### src/rtl/sysbus_arb_pkg.sv
package sysbus_arb_pkg;

  typedef enum logic [2:0] {
    ST_CPU  = 3'd0,
    ST_LOC  = 3'd1,
    ST_PRE  = 3'd2,
    ST_HOLD = 3'd3,
    ST_DMA  = 3'd4
  } arb_state_e;

  function automatic logic owner_is_hidden_ok(arb_state_e s);
    return (s == ST_CPU) || (s == ST_LOC);
  endfunction

endpackage

### src/rtl/lowest_pick.sv
module lowest_pick #(
  parameter int N  = 4,
  localparam int IW = (N > 1) ? $clog2(N) : 1
) (
  input  logic [N-1:0]  req,
  output logic          any,
  output logic [IW-1:0] idx
);
  always_comb begin
    any = 1'b0;
    idx = '0;
    for (int i = N - 1; i >= 0; i--) begin
      if (req[i]) begin
        any = 1'b1;
        idx = IW'(i);
      end
    end
  end
endmodule

### src/rtl/arb_cfg.sv
module arb_cfg #(
  parameter int NUM_DMA   = 4,
  parameter int MAX_LOCAL = 3,
  localparam int LCW = $clog2(MAX_LOCAL + 1)
) (
  input  logic                 clk,
  input  logic                 rst_n,
  input  logic                 cfg_we,
  input  logic [LCW-1:0]       cfg_nlocal,
  input  logic [NUM_DMA-1:0]   cfg_mask,
  output logic [NUM_DMA-1:0]   mask_q,
  output logic [MAX_LOCAL-1:0] loc_en
);
  logic [LCW-1:0] nloc_q;
  logic [LCW-1:0] nloc_clip;

  always_comb begin
    if (cfg_nlocal == '0)
      nloc_clip = LCW'(1);
    else if (cfg_nlocal > LCW'(MAX_LOCAL))
      nloc_clip = LCW'(MAX_LOCAL);
    else
      nloc_clip = cfg_nlocal;
  end

  always_ff @(posedge clk or negedge rst_n) begin
    if (!rst_n) begin
      nloc_q <= LCW'(1);
      mask_q <= '1;
    end else if (cfg_we) begin
      nloc_q <= nloc_clip;
      mask_q <= cfg_mask;
    end
  end

  for (genvar g = 0; g < MAX_LOCAL; g++) begin : g_en
    assign loc_en[g] = (LCW'(g) < nloc_q);
  end
endmodule

### src/rtl/refresh_ctl.sv
module refresh_ctl (
  input  logic clk,
  input  logic rst_n,
  input  logic ref_req,
  input  logic ref_done,
  input  logic allow,
  output logic ref_want,
  output logic ref_go
);
  logic pend_q;
  logic busy_q;
  logic fire;

  assign ref_want = (pend_q | ref_req) & ~busy_q;
  assign fire     = ref_want & allow;

  always_ff @(posedge clk or negedge rst_n) begin
    if (!rst_n) begin
      pend_q <= 1'b0;
      busy_q <= 1'b0;
      ref_go <= 1'b0;
    end else begin
      pend_q <= (pend_q | ref_req) & ~fire;
      ref_go <= fire;
      if (fire)
        busy_q <= 1'b1;
      else if (ref_done)
        busy_q <= 1'b0;
    end
  end
endmodule

### src/rtl/sysbus_arb.sv
module sysbus_arb
  import sysbus_arb_pkg::*;
#(
  parameter int NUM_DMA   = 4,
  parameter int MAX_LOCAL = 3,
  parameter int TIMEOUT   = 32,
  localparam int LCW = $clog2(MAX_LOCAL + 1),
  localparam int LIW = (MAX_LOCAL > 1) ? $clog2(MAX_LOCAL) : 1,
  localparam int DIW = (NUM_DMA > 1) ? $clog2(NUM_DMA) : 1,
  localparam int CW  = (TIMEOUT > 1) ? $clog2(TIMEOUT) : 1
) (
  input  logic                 clk,
  input  logic                 rst_n,
  input  logic                 cfg_we,
  input  logic [LCW-1:0]       cfg_nlocal,
  input  logic [NUM_DMA-1:0]   cfg_mask,
  input  logic                 cpu_rst_req,
  input  logic                 lock,
  input  logic [NUM_DMA-1:0]   dreq_n,
  output logic [NUM_DMA-1:0]   dgnt,
  output logic                 hold,
  input  logic                 hlda,
  input  logic [MAX_LOCAL-1:0] lreq_n,
  output logic [MAX_LOCAL-1:0] lgnt_n,
  input  logic                 ref_req,
  input  logic                 ref_done,
  output logic                 ref_go
);
  localparam logic [CW-1:0] CNT_LAST = CW'(TIMEOUT - 1);

  logic [NUM_DMA-1:0]   dma_mask;
  logic [MAX_LOCAL-1:0] loc_en;
  logic [NUM_DMA-1:0]   dma_req;
  logic [MAX_LOCAL-1:0] loc_req;
  logic                 dma_any, loc_any;
  logic [DIW-1:0]       dma_pick;
  logic [LIW-1:0]       loc_pick;
  logic                 ref_want, ref_allow;
  logic                 hlda_q;

  arb_state_e     st, nxt;
  logic [LIW-1:0] lidx, lidx_n;
  logic [DIW-1:0] dch, dch_n;
  logic [CW-1:0]  cnt, cnt_n;

  arb_cfg #(.NUM_DMA(NUM_DMA), .MAX_LOCAL(MAX_LOCAL)) u_cfg (
    .clk(clk), .rst_n(rst_n), .cfg_we(cfg_we), .cfg_nlocal(cfg_nlocal),
    .cfg_mask(cfg_mask), .mask_q(dma_mask), .loc_en(loc_en)
  );

  assign dma_req = ~dreq_n & ~dma_mask;
  assign loc_req = ~lreq_n & loc_en;

  lowest_pick #(.N(NUM_DMA)) u_dpick (.req(dma_req), .any(dma_any), .idx(dma_pick));
  lowest_pick #(.N(MAX_LOCAL)) u_lpick (.req(loc_req), .any(loc_any), .idx(loc_pick));

  assign ref_allow = owner_is_hidden_ok(nxt) & ~cpu_rst_req;

  refresh_ctl u_ref (
    .clk(clk), .rst_n(rst_n), .ref_req(ref_req), .ref_done(ref_done),
    .allow(ref_allow), .ref_want(ref_want), .ref_go(ref_go)
  );

  always_comb begin
    nxt    = st;
    lidx_n = lidx;
    dch_n  = dch;
    cnt_n  = cnt;
    case (st)
      ST_CPU: begin
        if (!cpu_rst_req && !ref_want) begin
          if (dma_any) begin
            if (!lock && !hlda_q) nxt = ST_HOLD;
          end else if (loc_any) begin
            nxt    = ST_LOC;
            lidx_n = loc_pick;
          end
        end
      end
      ST_LOC: begin
        if (cpu_rst_req || !loc_en[lidx]) begin
          nxt = ST_CPU;
        end else if (dma_any) begin
          nxt   = ST_PRE;
          cnt_n = '0;
        end else if (lreq_n[lidx]) begin
          nxt = ST_CPU;
        end
      end
      ST_PRE: begin
        if (lreq_n[lidx] || cnt == CNT_LAST) begin
          if (dma_any && !lock && !cpu_rst_req && !hlda_q) nxt = ST_HOLD;
          else                                             nxt = ST_CPU;
        end else begin
          cnt_n = cnt + CW'(1);
        end
      end
      ST_HOLD: begin
        if (cpu_rst_req || !dma_any) begin
          nxt = ST_CPU;
        end else if (hlda_q) begin
          nxt   = ST_DMA;
          dch_n = dma_pick;
        end
      end
      ST_DMA: begin
        if (dreq_n[dch] || dma_mask[dch]) nxt = ST_CPU;
      end
      default: nxt = ST_CPU;
    endcase
  end

  always_ff @(posedge clk or negedge rst_n) begin
    if (!rst_n) begin
      st     <= ST_CPU;
      lidx   <= '0;
      dch    <= '0;
      cnt    <= '0;
      hlda_q <= 1'b0;
    end else begin
      st     <= nxt;
      lidx   <= lidx_n;
      dch    <= dch_n;
      cnt    <= cnt_n;
      hlda_q <= hlda;
    end
  end

  assign hold = (st == ST_HOLD) || (st == ST_DMA);

  for (genvar g = 0; g < MAX_LOCAL; g++) begin : g_lgnt
    assign lgnt_n[g] = !((st == ST_LOC) && (lidx == LIW'(g)));
  end

  for (genvar g = 0; g < NUM_DMA; g++) begin : g_dgnt
    assign dgnt[g] = (st == ST_DMA) && (dch == DIW'(g));
  end
endmodule

### config.mk
export PLATFORM = sky130hd
export DESIGN_NAME = sysbus_arb
export DESIGN_NICKNAME = d
export VERILOG_FILES = /design/src/rtl/sysbus_arb_pkg.sv /design/src/rtl/lowest_pick.sv /design/src/rtl/arb_cfg.sv /design/src/rtl/refresh_ctl.sv /design/src/rtl/sysbus_arb.sv
export SDC_FILE = /design/constraint.sdc
export NUM_CORES = 1
export LEC_CHECK = 0
export BUFFER_PORTS_ARGS = -buffer_cell sky130_fd_sc_hd__buf_2
export CAP_MARGIN = 20
export CORE_UTILIZATION = 30
export CTS_CLUSTER_DIAMETER = 30
export DETAILED_ROUTE_END_ITERATION = 8
export PLACE_DENSITY_LB_ADDON = 0.08
export SETUP_SLACK_MARGIN = 0.2
export SLEW_MARGIN = 10
export SYNTH_ARGS = -nofsm -noshare
export SYNTH_HDL_FRONTEND = slang
export SYNTH_HIERARCHICAL = 1
export SYNTH_SLANG_ARGS = --single-unit
### constraint.sdc
create_clock -name clk -period 2.2 [get_ports clk]
set_input_delay 0.11 -clock clk [delete_from_list [all_inputs] [get_ports clk]]
set_output_delay 0.11 -clock clk [all_outputs]
set_load 0.01 [all_outputs]
==> metrics.md <==
| Metric | Value |
|---|---|
| Layout overhead on the synthesized area | 40.5% |
| Drt wl/cell | approximately 14 um |
| Core box area | between 4000 and 5000 um^2 |
| Worst reg2reg path startpoint | st[1] |
| Area occupied by registers | 558 um^2 |
| Top cells by area, synth | dfrtp_1 (33%), dfstp_2 (10%), mux2_4 (8.2%) |
| Gpl congestion | between 0.7 and 0.8 |
| Global routing met3 resource utilization | under 10% |
| Worst max-slew margin expressed relative to the limit | 66.2% |
| Class of the most critical setup path | flip-flop to flip-flop |
| Fin. max-slew vios | 0 |
| Cell with the biggest individual delay on the critical path | or4_4 |
| Crit path DAT | roughly 2.1 ns |
| Number of global-route vias before repair | 1087 |
| Transition time at the pin with the least slew margin | ~0.51 ns |
| Antenna cell count | 0 |
| Mapped Area | roughly 1300 um^2 |
| Share of flip-flops with an asynchronous set or reset | 100% |
| Met2 track demand over resource | about 26% |
| Worst setup path startpoint | st[1] |
| Inserted Clock Buffers | 3 |
| Post-route ant nets | 0 |
| CP Max Fanout | 5 |
| Avg Cell Area, Syn | ~11 um^2 |
| Share of post-route cells with drive strength above 1 | roughly 58% |
| Number of remaining DRC errors | 0 |
| Latest clock arrival within the worst-skew pair | 0.27 ns |
| Cell taking the most area after synthesis | dfrtp_1 |
| Wirelength, routed | roughly 3 mm |
| Maximum root-to-sink buffer count | 2 |
| Kind of start point of the critical path | flip-flop |
| Overall overflow remaining after global route | 0 |
| Proportion of netlist area held by the largest area contributor | 33.3% |
| Clock-pin slew reported for the worst setup and hold paths after clock tree synthesis | around 0.090 ns |
| RSZ-0062 raised after global routing | no |
| Clock tree root driver cell | clkbuf_8 |
| I/O Buffers | 29 |
| Horizontal extent of the die | 67.3 um |
| Layer with the highest usage after global routing | met2 |
| Synthesized flop and latch total | 22 |
| CP Cell Sequence | or3b_4 -> or4_4 -> o21ai_4 -> a211oi_2 -> and3_4 -> buf_4 -> a21oi_2 |
| Area occupied by multi-input gates | 822 um^2 |
| Final core utilization | between 40% and 50% |
| Slowest Stage Delay on Critical Path | around 0.44 ns |
| Required time at the endpoint of the critical path | between 2 and 2.5 ns |
| Post-synth EDFFs | 0 |
| Achievable clock frequency | roughly 520 MHz |
| Leak pwr | between 0.8 and 0.9 nW |
| Aggregate global-route resource usage | between 10 and 15% |
| End of the worst register-to-register path | u_ref/pend_q |
| Count of endpoints failing hold in the final timing report | 0 |
| HPWL after DPL | around 2.1 mm |
| Time the final worst path needs with I/O delays and setup | slightly below 2 ns |
| Slack of the worst reg-to-reg path | 0.26 ns |
| Final setup violation count | 0 |
| Die area | 4530 um^2 |
| Met1 track demand over resource in global routing | 17.0% |
| Post-synthesis sequential area ratio | around 44% |
| Primary flip-flop cell chosen by synthesis mapping | dfrtp_1 |
| Starting Density | about a third |
| Clock tree from TritonCTS | yes |
| Net total in the final layout | approximately 190 |
| Count of cells along the worst register-to-register path | 7 |
| TritonCTS Sinks | 22 |
| Number of placement rows | 23 |
| Total power per unit cell area | roughly 780 nW/um^2 |
| IR Drop Worst-Case VDD | around 0.00033 V |
| Floorplan die height | 67.3 um |
| Nature of the critical path endpoint | flip-flop |
| Initial antenna violation count | 0 |
| Cells after Synth | around 120 |
| Total number of vias | ~1100 |
| Worst hold path type | primary input to flip-flop |
| Clock skew after layout | around 0.0057 ns |
| Synth warnings | 6 |
| Filler instances | slightly below 400 |
| First DRT Iteration DRCs | 43 |
| Number of ports placed on the die boundary | 30 |
| Post-synth cell types | 39 |
| Pin count of the biggest net entering global routing | 23 |
| DR vias/cell | roughly 5 |
| Capture point of the worst path | u_ref/pend_q |
| Result of the run | complete, no violations |
| Total nets after synthesis | 144 |
| Setup Total Neg Slack | 0 ns |
| Share of the clock period used by the worst path | roughly 90% |
| Clock H-tree levels | 1 |
| Number of violations of the max-capacitance limit | 0 |
| First-pass GRT wire length | between 4 and 5 mm |
| Router iterations before antenna repair | 4 |
## cell usage after synthesis (3+ instances only)
| master | number |
|---|---|
| a211oi_1 | 4 |
| and3_1 | 4 |
| dfrtp_1 | 17 |
| dfstp_2 | 5 |
| inv_1 | 4 |
| mux2_2 | 4 |
| mux2_4 | 7 |
| nand2_1 | 7 |
| nand2b_1 | 3 |
| nand3_1 | 4 |
| nor2_1 | 18 |
| nor2b_1 | 6 |
| nor3b_1 | 3 |
## metrics by stage
stage | hold WS [ns] | instance area, um^2 | total power [mW] | setup WS [ns] | std cells
final | 0.0130 | 1800 | 1.40 | 0.259 | 219
after global routing | 0.0105 | 1800 | 1.49 | 0.189 | 219
after CTS | 0.0101 | 1660 | 1.32 | 0.201 | 212
after detailed placement | 0.116 | 1510 | 0.975 | 0.0399 | 203
after global placement | 0.122 | 1510 | 0.973 | 0.0920 | 203
after floorplan | -0.186 | 1280 | 0.855 | 0.270 | 121
## repair_timing
item / CTS / global route
endpoints found under the setup margin: 3 / 4
endpoints found under the hold margin: 19 / 0
setup buffers: 2 / 7
pin swaps: 4 / 10
hold buffers: 3 / 0
gates resized for setup: 13 / 18
## layout by cell type, fill, tap and decap left out, types with 2 or more instances in the layout
master         count
buf_2             29
dfrtp_1           16
buf_4             14
nor2_1            11
mux2_4             7
nand2_1            6
nor2b_1            5
dfstp_2            5
nor2_4             4
inv_1              4
mux2_2             4
clkbuf_8           4
nor3b_1            3
nor2_2             3
nand3_1            3
dlygate4sd3_1      3
and3_4             2
or2_2              2
and3_1             2
nand2b_1           2
a2111oi_4          2
a211oi_2           2
a31oi_1            2
or3_2              2
nand4_1            2
a22o_1             2
xor2_1             2
a21oi_2            2
## state kept, by name, indices dropped and copies added (netlist names)
register      flops
cnt               5
dch               2
hlda_q            1
lidx              2
st                3
u_cfg/mask_q      4
u_cfg/nloc_q      2
u_ref/busy_q      1
u_ref/pend_q      1
u_ref/ref_go      1
## worst min path at each step
stage / slack (ns) / to / cells past startpoint / startpoint
after floorplan: -0.19 / cnt[0] / 0 / rst_n
after global placement: 0.12 / lidx[1] / 1 / rst_n
after detailed placement: 0.12 / lidx[1] / 1 / rst_n
after CTS: 0.01 / u_ref/busy_q / 2 / ref_done
after global routing: 0.01 / u_ref/busy_q / 2 / ref_done
final: 0.01 / u_ref/busy_q / 2 / ref_done
## logic make-up after synthesis
group / count (synthesis) / share of synthesized area, %
buf+inv: 7 / 2.93
mux: 13 / 14.3
flops: 22 / 43.5
xor+xnor: 2 / 1.37
compound gates: 15 / 10.3
simple gates: 60 / 25.6
fa+ha+maj: 2 / 1.96
## metal layers
metal	share of wire, %	wire (um)
met1	42	1280
met2	53	1600
met3	4.3	129
met4	0.33	10
met5	0	0
## critical path: cells and delay by family, from the launching register on
kind                   cells  cell delay [ns]
and+or+nand+nor            3             1.03
AOI/OAI and AO/OA          3             0.31
DFF                        1             0.42
buffers and inverters      1             0.13
## cell type report
type / count / area share (%)
multi-input combinational: 92 / 45.8
clock buffer: 4 / 3.06
sequential: 22 / 31.1
timing repair buffer: 46 / 15.6
tap: 50 / 3.48
inverter: 5 / 1.04
## report_power, final
| group | leakage [nW] | internal, mW | total [mW] | switching (mW) |
|---|---|---|---|---|
| Clock | 0.0288 | 0.160 | 0.304 | 0.144 |
| Combinational | 0.530 | 0.271 | 0.500 | 0.230 |
| Sequential | 0.272 | 0.499 | 0.601 | 0.102 |
(Power assumes the default switching activity.)
